[src/rtl/bha_pkg.sv]
package bha_pkg;
   typedef enum logic [1:0] {
      ST_OWN      = 2'd0,
      ST_GRANT    = 2'd1,
      ST_RELEASED = 2'd2
   } bha_state_e;

   localparam int unsigned BHA_MIN_SYNC = 2;
   localparam int unsigned BHA_MAX_SYNC = 8;
endpackage

[src/rtl/bha_sync.sv]
module bha_sync #(
   parameter int unsigned WIDTH     = 4,
   parameter int unsigned STAGES    = 2,
   parameter logic [WIDTH-1:0] RESET_VAL = '1
) (
   input  logic             clk,
   input  logic             rst_n,
   input  logic [WIDTH-1:0] d_i,
   output logic [WIDTH-1:0] q_o
);
   import bha_pkg::*;

   generate
      if (STAGES < BHA_MIN_SYNC || STAGES > BHA_MAX_SYNC) begin : g_bad_depth
         $error("bha_sync: STAGES out of range");
      end
      if (WIDTH < 1) begin : g_bad_width
         $error("bha_sync: WIDTH must be at least 1");
      end
   endgenerate

   genvar b;
   generate
      for (b = 0; b < WIDTH; b++) begin : g_bit
         logic [STAGES-1:0] chain;
         always_ff @(posedge clk or negedge rst_n) begin
            if (!rst_n) chain <= {STAGES{RESET_VAL[b]}};
            else        chain <= {chain[STAGES-2:0], d_i[b]};
         end
         assign q_o[b] = chain[STAGES-1];
      end
   endgenerate
endmodule

[src/rtl/bha_idle_gate.sv]
module bha_idle_gate #(
   parameter bit WATCH_IDLE = 1'b1
) (
   input  logic strobe_s_n,
   input  logic dack_s_n,
   output logic idle_o
);
   generate
      if (WATCH_IDLE) begin : g_watch
         assign idle_o = strobe_s_n & dack_s_n;
      end else begin : g_blind
         logic unused_in;
         assign unused_in = strobe_s_n ^ dack_s_n;
         assign idle_o    = 1'b1;
      end
   endgenerate
endmodule

[src/rtl/bha_fsm.sv]
module bha_fsm (
   input  logic clk,
   input  logic rst_n,
   input  logic req_s_n,
   input  logic ack_s_n,
   input  logic idle_i,
   output logic grant_n_o,
   output logic drv_en_o,
   output logic owns_o,
   output logic permit_o
);
   import bha_pkg::*;

   bha_state_e state_q, state_d;

   always_comb begin
      state_d = state_q;
      unique case (state_q)
         ST_OWN: begin
            if (!req_s_n) state_d = ST_GRANT;
         end
         ST_GRANT: begin
            if (!ack_s_n && idle_i)     state_d = ST_RELEASED;
            else if (req_s_n && ack_s_n) state_d = ST_OWN;
         end
         ST_RELEASED: begin
            if (ack_s_n) state_d = ST_OWN;
         end
         default: state_d = ST_OWN;
      endcase
   end

   always_ff @(posedge clk or negedge rst_n) begin
      if (!rst_n) state_q <= ST_OWN;
      else        state_q <= state_d;
   end

   assign grant_n_o = (state_q != ST_GRANT);
   assign drv_en_o  = (state_q != ST_RELEASED);
   assign owns_o    = (state_q != ST_RELEASED);
   assign permit_o  = (state_q == ST_OWN);


   grant_fall_chk: assert property (@(posedge clk) disable iff (!rst_n)
      $fell(grant_n_o) |-> !$past(req_s_n));

   release_idle_chk: assert property (@(posedge clk) disable iff (!rst_n)
      $fell(drv_en_o) |-> ($past(idle_i) && !$past(ack_s_n)));

   withdraw_chk: assert property (@(posedge clk) disable iff (!rst_n)
      (!grant_n_o && req_s_n && ack_s_n) |=> (grant_n_o && owns_o));

   hold_released_chk: assert property (@(posedge clk) disable iff (!rst_n)
      (!drv_en_o && !ack_s_n) |=> !drv_en_o);

   retake_chk: assert property (@(posedge clk) disable iff (!rst_n)
      $rose(drv_en_o) |-> $past(ack_s_n));

   ack_ignored_chk: assert property (@(posedge clk) disable iff (!rst_n)
      (permit_o && req_s_n) |=> (owns_o && grant_n_o));
endmodule

[src/rtl/bus_handover_arb.sv]
module bus_handover_arb #(
   parameter int unsigned SYNC_STAGES = 2,
   parameter bit          WATCH_IDLE  = 1'b1
) (
   input  logic clk,
   input  logic rst_n,
   input  logic bus_req_n_i,
   input  logic grant_ack_n_i,
   input  logic addr_strobe_n_i,
   input  logic data_ack_n_i,
   output logic bus_grant_n_o,
   output logic drv_en_o,
   output logic owns_bus_o,
   output logic cycle_permit_o
);
   localparam int unsigned N_ASYNC = 4;
   localparam int unsigned I_REQ = 0;
   localparam int unsigned I_ACK = 1;
   localparam int unsigned I_STB = 2;
   localparam int unsigned I_DAK = 3;

   logic [N_ASYNC-1:0] raw_n, sync_n;
   logic idle;

   assign raw_n[I_REQ] = bus_req_n_i;
   assign raw_n[I_ACK] = grant_ack_n_i;
   assign raw_n[I_STB] = addr_strobe_n_i;
   assign raw_n[I_DAK] = data_ack_n_i;

   bha_sync #(
      .WIDTH(N_ASYNC), .STAGES(SYNC_STAGES), .RESET_VAL({N_ASYNC{1'b1}})
   ) u_sync (
      .clk(clk), .rst_n(rst_n), .d_i(raw_n), .q_o(sync_n)
   );

   bha_idle_gate #(.WATCH_IDLE(WATCH_IDLE)) u_idle (
      .strobe_s_n(sync_n[I_STB]), .dack_s_n(sync_n[I_DAK]), .idle_o(idle)
   );

   bha_fsm u_fsm (
      .clk(clk), .rst_n(rst_n),
      .req_s_n(sync_n[I_REQ]), .ack_s_n(sync_n[I_ACK]), .idle_i(idle),
      .grant_n_o(bus_grant_n_o), .drv_en_o(drv_en_o),
      .owns_o(owns_bus_o), .permit_o(cycle_permit_o)
   );

   generate
      if (WATCH_IDLE) begin : g_idle_chk

         no_release_in_strobe_chk: assert property (@(posedge clk) disable iff (!rst_n)
            $fell(drv_en_o) |-> $past(sync_n[I_STB]));

         no_release_in_dack_chk: assert property (@(posedge clk) disable iff (!rst_n)
            $fell(drv_en_o) |-> $past(sync_n[I_DAK]));
      end
   endgenerate


   no_cycle_while_granted_chk: assert property (@(posedge clk) disable iff (!rst_n)
      !bus_grant_n_o |-> !cycle_permit_o);
endmodule

[config.mk]
export PLATFORM = sky130hd
export DESIGN_NAME = bus_handover_arb
export DESIGN_NICKNAME = d
export VERILOG_FILES = /design/src/rtl/bha_pkg.sv /design/src/rtl/bha_sync.sv /design/src/rtl/bha_idle_gate.sv /design/src/rtl/bha_fsm.sv /design/src/rtl/bus_handover_arb.sv
export SDC_FILE = /design/constraint.sdc
export NUM_CORES = 1
export LEC_CHECK = 0
export CORE_AREA = 10 10 47 49
export DETAILED_ROUTE_END_ITERATION = 10
export DIE_AREA = 0 0 57 59
export MAX_ROUTING_LAYER = met4
export PLACE_DENSITY_LB_ADDON = 0.1
export RECOVER_POWER = 100
export SLEW_MARGIN = 5
export SYNTH_ARGS = -nofsm -noshare
export SYNTH_HDL_FRONTEND = slang
export SYNTH_SLANG_ARGS = --single-unit
[constraint.sdc]
create_clock -name clk -period 2.96 [get_ports clk]
set_input_delay 0.592 -clock clk [delete_from_list [all_inputs] [get_ports clk]]
set_output_delay 0.592 -clock clk [all_outputs]
set_load 0.01 [all_outputs]
Word-level counts from Yosys, hierarchy flattened
Cells that the tools add are included.
{"block": "word_totals", "output_inout_bits": 4, "latch_bits": 0, "register_bits": 10, "in_bits": 6, "ramBits": 0, "n_memories": 0, "rom_bits": 0}
{"block": "op_classes", "n_mux": 5, "n_mul": 0, "shift": 0, "magnitude_cmp": 0, "eq_ne": 7, "add_sub_neg": 0, "n_div": 0, "bitwise_logic": 1, "n_reduce_logical": 5}
{"cell": "$mux W2", "n": 4}
{"cell": "$ne A2 B2 Y1 const B", "n": 3}
{"cell": "$pmux W2 S3", "n": 1}
{"cell": "$ne A3 B1 Y1 const B", "n": 1}
{"cell": "$reduce_and A3 Y1", "n": 1}
{"cell": "$eq A2 B1 Y1 const B", "n": 1}
{"cell": "$eq A2 B2 Y1 const B", "n": 1}
{"cell": "$logic_and A1 B1 Y1", "n": 2}
{"cell": "$logic_not A2 Y1", "n": 1}
{"cell": "$ne A2 B1 Y1 const B", "n": 1}
{"cell": "$and A1 B1 Y1", "n": 1}
{"cell": "$logic_not A1 Y1", "n": 1}

Depth between registers and ports, before layout
Gate-level depths: netlist of the first run.
{"block": "depth", "ltp_word": 4, "ltp_mapped": 2, "mapped_depth_nobuf": 2}

By module
A second synthesis of the first run with hierarchy kept.
{"block": "unflattened", "hier_cells": 24, "hier_area_um2": 361.6}
{"mod": "bha_sync", "cells_each": 12, "area_per_inst_um2": 240.2, "n_inst": 1}
{"mod": "bha_fsm", "cells_each": 11, "area_per_inst_um2": 115.1, "n_inst": 1}
{"mod": "bha_idle_gate", "cells_each": 1, "area_per_inst_um2": 6.3, "n_inst": 1}

Worst setup path after synthesis of the first run
OpenSTA, ideal clock, no wires.
{"block": "synth_path", "kind": "reg2out", "from": "register u_fsm.state_q[0]", "to": "output port owns_bus_o", "n_path_buf": 1, "stages_incl_launch_ff": 3, "required_time_ps": 2368, "arrival_time_ps": 767, "setup_slack_ps": 1601, "path_cell_list": "dfrtp_1 nand2b_1 buf_4"}
{"block": "synth_between", "elab_chain_len": 1}
{"element": "start, declared", "line_no": "bha_fsm.sv:14", "source": "bha_state_e state_q, state_d;"}
{"element": "start signal, assigned", "line_no": "bha_fsm.sv:35", "source": "else state_q <= state_d;"}
{"element": "$ne A2 B2 Y1"}
{"element": "end, declared", "line_no": "bus_handover_arb.sv:13", "source": "output logic owns_bus_o,"}
No other way between the ends.

Final worst setup path of the first run
{"block": "layout_path", "from": "register u_fsm.state_q[1]", "to": "output port bus_grant_n_o"}
{"block": "layout_between", "elab_chain_len": 1}
{"element": "$ne A2 B1 Y1", "line_no": "bha_fsm.sv:38", "source": "assign grant_n_o = (state_q != ST_GRANT);"}
{"element": "end, declared", "line_no": "bus_handover_arb.sv:11", "source": "output logic bus_grant_n_o,"}
No other way between the ends.

==> run metrics, run 1 <==
largest net degree at the start of global routing 11; CTS tree built; post-placement cell count 43; crit-path cells or2b_1 -> dlygate4sd3_1; Via density 4.085; met2 usage 4.651%; GRT Resource Usage Total 3.991%; FILL cells 158; Port Buffers 9; Synth Area in Simple Gates 12.98%; Reg clk slew, reported paths 0.06 ns; Worst Setup End Kind output pin; f_max 0.4755 GHz; R2R setup slack 1.95 ns; GRT overflow 0; final net count 38; die height around 60 µm; post-synth cell types 10; skew final 0.003573 ns; placeable core area 1401 µm²; Ys Warns 0; fin. max-slew vios 0; Final setup viols 0; layout cells sized above 1 38.71%; critical register-to-register path startpoint u_sync.g_bit[1].chain[1]; most common cell after layout, fill and taps aside dlygate4sd3_1; Synth Register Bits 10; FF-to-FF path depth 2; WP data arrival 1.51 ns; final setup margin roughly 0.86 ns; WP data required approximately 2.4 ns; commonest cells after routing, fill and taps aside 9 x dlygate4sd3_1, 7 x dfstp_2, 3 x clkbuf_4; largest family of logic cells by synthesized area simple AND/OR/NAND/NOR gates; drt drc 0; Pwr Total 0.0002975 W; gr busiest metal met4; status finished clean; Die ar. 3363 µm²; Clock Latency Late Sink between 0.2 and 0.3 ns; critical path launch point type register; post-synth top area share 64.12%; drt initial violations 0; I/O pin count 10; global-route wire length before repair 966 µm; Place WS 1.252 ns; leakage power around 0.19 nW; worst-path fanout max 5; FP Rows 14; post-route ant nets 0; Synth Area in Adders 0%; post-route insts no fill 47; largest area contributor in the synthesized netlist dfstp_2; max-cap viol count 0; Avg WL per Cell between 10 and 15 µm; grt met3 use 2.790%; hold-fix buffers at CTS 0; initial antenna violation count 0; Final Cycle Share 71.05%; VDD IR-drop max 0.2442 mV; Routability Congestion 0.6871; Reg-to-Reg End u_fsm.state_q[0]; H-tree Lvls 1; Final Util 33.30%; compound-cell area share of the yosys netlist 5.344%; post-route minimum period 2.103 ns; max_slew headroom 72.16%; Synth Cell Area 327.8 µm²; multi-input logic area 60.06 µm²; area grow syn2layout 42.37%; initial core utilization 23.39%; vias in the first global route 236; total length of routed wires ~530 µm; Post-Synthesis Cells 19; TNS Setup 0 ns; via count between 150 and 200; Synthesized Nets 25; chip width 57 µm; DR pass1 iterations 1; post-synthesis mux area share 0%; xor/xnor cell area share of the yosys netlist 0%; ant diodes 0; post-cts resize count 0; sequential cell area 260.3 µm²; Sink Count 10; synth top area cells dfstp_2 64%, dfrtp_1 15%, a211oi_2 3.8%, nand2b_1 3.8%, and4b_1 3.1%; CTS Buf Count 3; end of the critical path bus_grant_n_o; Critical Path Source u_fsm.state_q[1]; slowest cell delay on critical path 0.60 ns; kind of critical path register to output pin; Worst-Margin Slew ~0.42 ns; Hold WC Path Type register to register; register area share after synthesis 79.39%; PwrDens 637.6 nW/µm²; Critical Path Slowest Stage Cell dlygate4sd3_1; Final Hold Vio Count 0; Max Buffers Root-to-Sink 2; RSZ-0062 raised after global routing no; met1 Resource Use GR 3.776%; Root Buffer clkbuf_4; Mapped Avg Cell Area between 15 and 20 µm²; postcts setup bufs 0
## worst max-delay path, delay by kind of cell, from the launching register on
family	cells	cell delay [ns]
buffers and inverters	1	0.60
DFF	1	0.42
and+or+nand+nor	1	0.23
## cell families after synthesis
kind of cell | Yosys count
compound gates | 2
buf+inv | 1
flops | 10
simple gates | 6
## report_power, final
group	internal (W)	total [W]	switching [W]
registers	0.000149	0.000154	0.00000515
logic	0.0000150	0.0000248	0.00000973
clock network	0.0000746	0.000119	0.0000444
total	0.000238	0.000298	0.0000593
## registers in the layout, indices dropped and copies added (netlist names)
| register | count |
|---|---|
| u_sync.g_bit.chain | 8 |
| u_fsm.state_q | 2 |
## per-layer routing
layer | vias up | wire [µm]
li1 | 88 | -
met1 | 90 | 224
met2 | 12 | 208
met3 | 2 | 79
met4 | 0 | 17
met5 | - | 0
## stage by stage
step	instance area, µm²	hold WS [ns]
after floorplan	327.8	0.2964
after global placement	430.4	0.3457
after detailed placement	430.4	0.3487
after CTS	466.7	0.3580
after global routing	466.7	0.3637
final	466.7	0.3569
## final cells by class
cell class | instances | area share, %
flip-flops and latches | 10 | 55.76
repair buffers | 9 | 19.30
multi-input cells | 8 | 12.87
clock buffers | 4 | 7.775
well taps | 16 | 4.290
## Yosys cell counts, drive strengths merged
library cell,n
dfstp,8
dfrtp,2
nand2b,2
a211oi,1
a21oi,1
and4b,1
buf,1
nand4b,1
nor2,1
or2b,1
## worst min path at each step
stage	from	endpoint	slack (ns)	cells after the start
after detailed placement	u_sync.g_bit[2].chain[0]	u_sync.g_bit[2].chain[1]	0.35	0
after global placement	u_sync.g_bit[0].chain[0]	u_sync.g_bit[0].chain[1]	0.35	0
after CTS	u_sync.g_bit[2].chain[0]	u_sync.g_bit[2].chain[1]	0.36	0
final	u_sync.g_bit[2].chain[0]	u_sync.g_bit[2].chain[1]	0.36	0
after global routing	u_sync.g_bit[2].chain[0]	u_sync.g_bit[2].chain[1]	0.36	0
after floorplan	rst_n	u_fsm.state_q[0]	0.30	0
No activity file was read; power rests on OpenSTA's default activity.
==> run 2: changes to the inputs <==
- clock period: 2.96 -> 1.8 ns (I/O delays scaled with it)
==> run metrics, run 2 (synthesized netlist as in run 1, its figures left out) <==
status finished clean; worst-path fanout max 5; initial antenna violation count 0; chip width 57 µm; Avg WL per Cell 11.14 µm; Reg clk slew, reported paths 0.06 ns; final net count 41; Sink Count 10; Port Buffers 9; Critical Path Slowest Stage Cell clkdlybuf4s50_1; FP Rows 14; Routability Congestion ~0.7; slowest cell delay on critical path roughly 0.55 ns; post-route minimum period 1.704 ns; WP data arrival 1.34 ns; Place WS 0.3244 ns; final setup margin 0.09595 ns; WP data required 1.44 ns; TNS Setup 0 ns; CTS tree built; die height 59 µm; most common cell after layout, fill and taps aside dfstp_2; layout cells sized above 1 between 40% and 50%; global-route wire length before repair 966 µm; max reg flops 8; Crit path buffers/inverters 1; Via density between 4 and 5; skew final 0.003580 ns; GRT Resource Usage Total 3.991%; DR pass1 iterations 1; RSZ-0062 raised after global routing no; total length of routed wires 557 µm; Root Buffer clkbuf_4; drt initial violations 0; ant diodes 0; GRT overflow 0; f_max ~0.59 GHz; post-route insts no fill 50; PwrDens around 1000 nW/µm²; Final Util between 30% and 40%; largest net degree at the start of global routing 11; H-tree Lvls 1; I/O pin count 10; critical register-to-register path startpoint u_fsm.state_q[0]; Largest regs u_sync.g_bit.chain x8, u_fsm.state_q x2; crit-path cells nor2_1 -> clkdlybuf4s50_1; placeable core area 1401 µm²; VDD IR-drop max between 0.3 and 0.4 mV; post-placement cell count 43; hold-fix buffers at CTS 0; initial core utilization about a quarter; commonest cells after routing, fill and taps aside 8 x dfstp_2, 5 x dlygate4sd3_1, 3 x clkbuf_4, 3 x clkdlybuf4s25_1; HP Start u_sync.g_bit[2].chain[0]; vias in the first global route 236; Final Cycle Share 94.67%; critical path launch point type register; Crit path max-delay family buffers and inverters; CTS Buf Count 3; Final Hold Vio Count 0; Hold WC Path Type register to register; Most flops, register u_sync.g_bit.chain; max_slew headroom 72.34%; Critical Path Source u_fsm.state_q[1]; via count a little over 200; leakage power ~0.2 nW; kind of critical path register to output pin; max-cap viol count 0; Worst Setup End Kind output pin; post-route ant nets 0; drt drc 0; Final setup viols 0; Max Buffers Root-to-Sink 2; Clock Latency Late Sink 0.26 ns; Worst-Margin Slew 0.4136 ns; Die ar. 3363 µm²; area grow syn2layout 46.57%; fin. max-slew vios 0
==> run 2: cell type report <==
cell class,instances,area [µm²]
clock buffers,4,36.28
repair buffers,12,108.9
flip-flops and latches,10,260.3
multi-input cells,8,55.05
fillers,158,920.9
well taps,16,20.02
==> run 2: power breakdown <==
part	switching (W)	total, W	internal [W]	leakage (nW)
logic	0.0000197	0.0000502	0.0000305	0.0707
registers	0.00000651	0.000251	0.000245	0.109
clock network	0.0000731	0.000196	0.000123	0.0210
total	0.0000992	0.000497	0.000398	0.201
==> run 2: what timing repair did <==
action                     4_1_cts  5_1_grt
setup endpoints to repair        0        3
resized for setup                0        3
buffers inserted                 0        3
==> run 2: layer usage <==
metal	track usage, %	up-vias	wire length, µm
li1	-	93	-
met1	3.776	96	242
met2	4.651	12	216
met3	2.790	2	80
met4	5.034	0	17
met5	-	-	0
==> run 2: through the flow <==
step	total power, W	area (µm²)	hold WS, ns
floorplan	0.0002716	327.8	0.06441
global placement	0.0003028	430.4	0.3457
detailed placement	0.0003046	430.4	0.3487
CTS	0.0005062	466.7	0.3580
global route	0.0005260	480.5	0.3637
finish	0.0004973	480.5	0.3569
==> run 2: final timing paths <==
path,endpoint,slack [ns],depth (start not counted)
setup reg to reg,u_fsm.state_q[0],0.65,4
setup / recovery,cycle_permit_o,0.1,2
hold / removal,u_sync.g_bit[2].chain[1],0.36,0
hold reg to reg,u_sync.g_bit[2].chain[1],0.36,0
max in group asynchronous,u_sync.g_bit[2].chain[1],1.01,1
min in group asynchronous,u_fsm.state_q[1],0.46,1
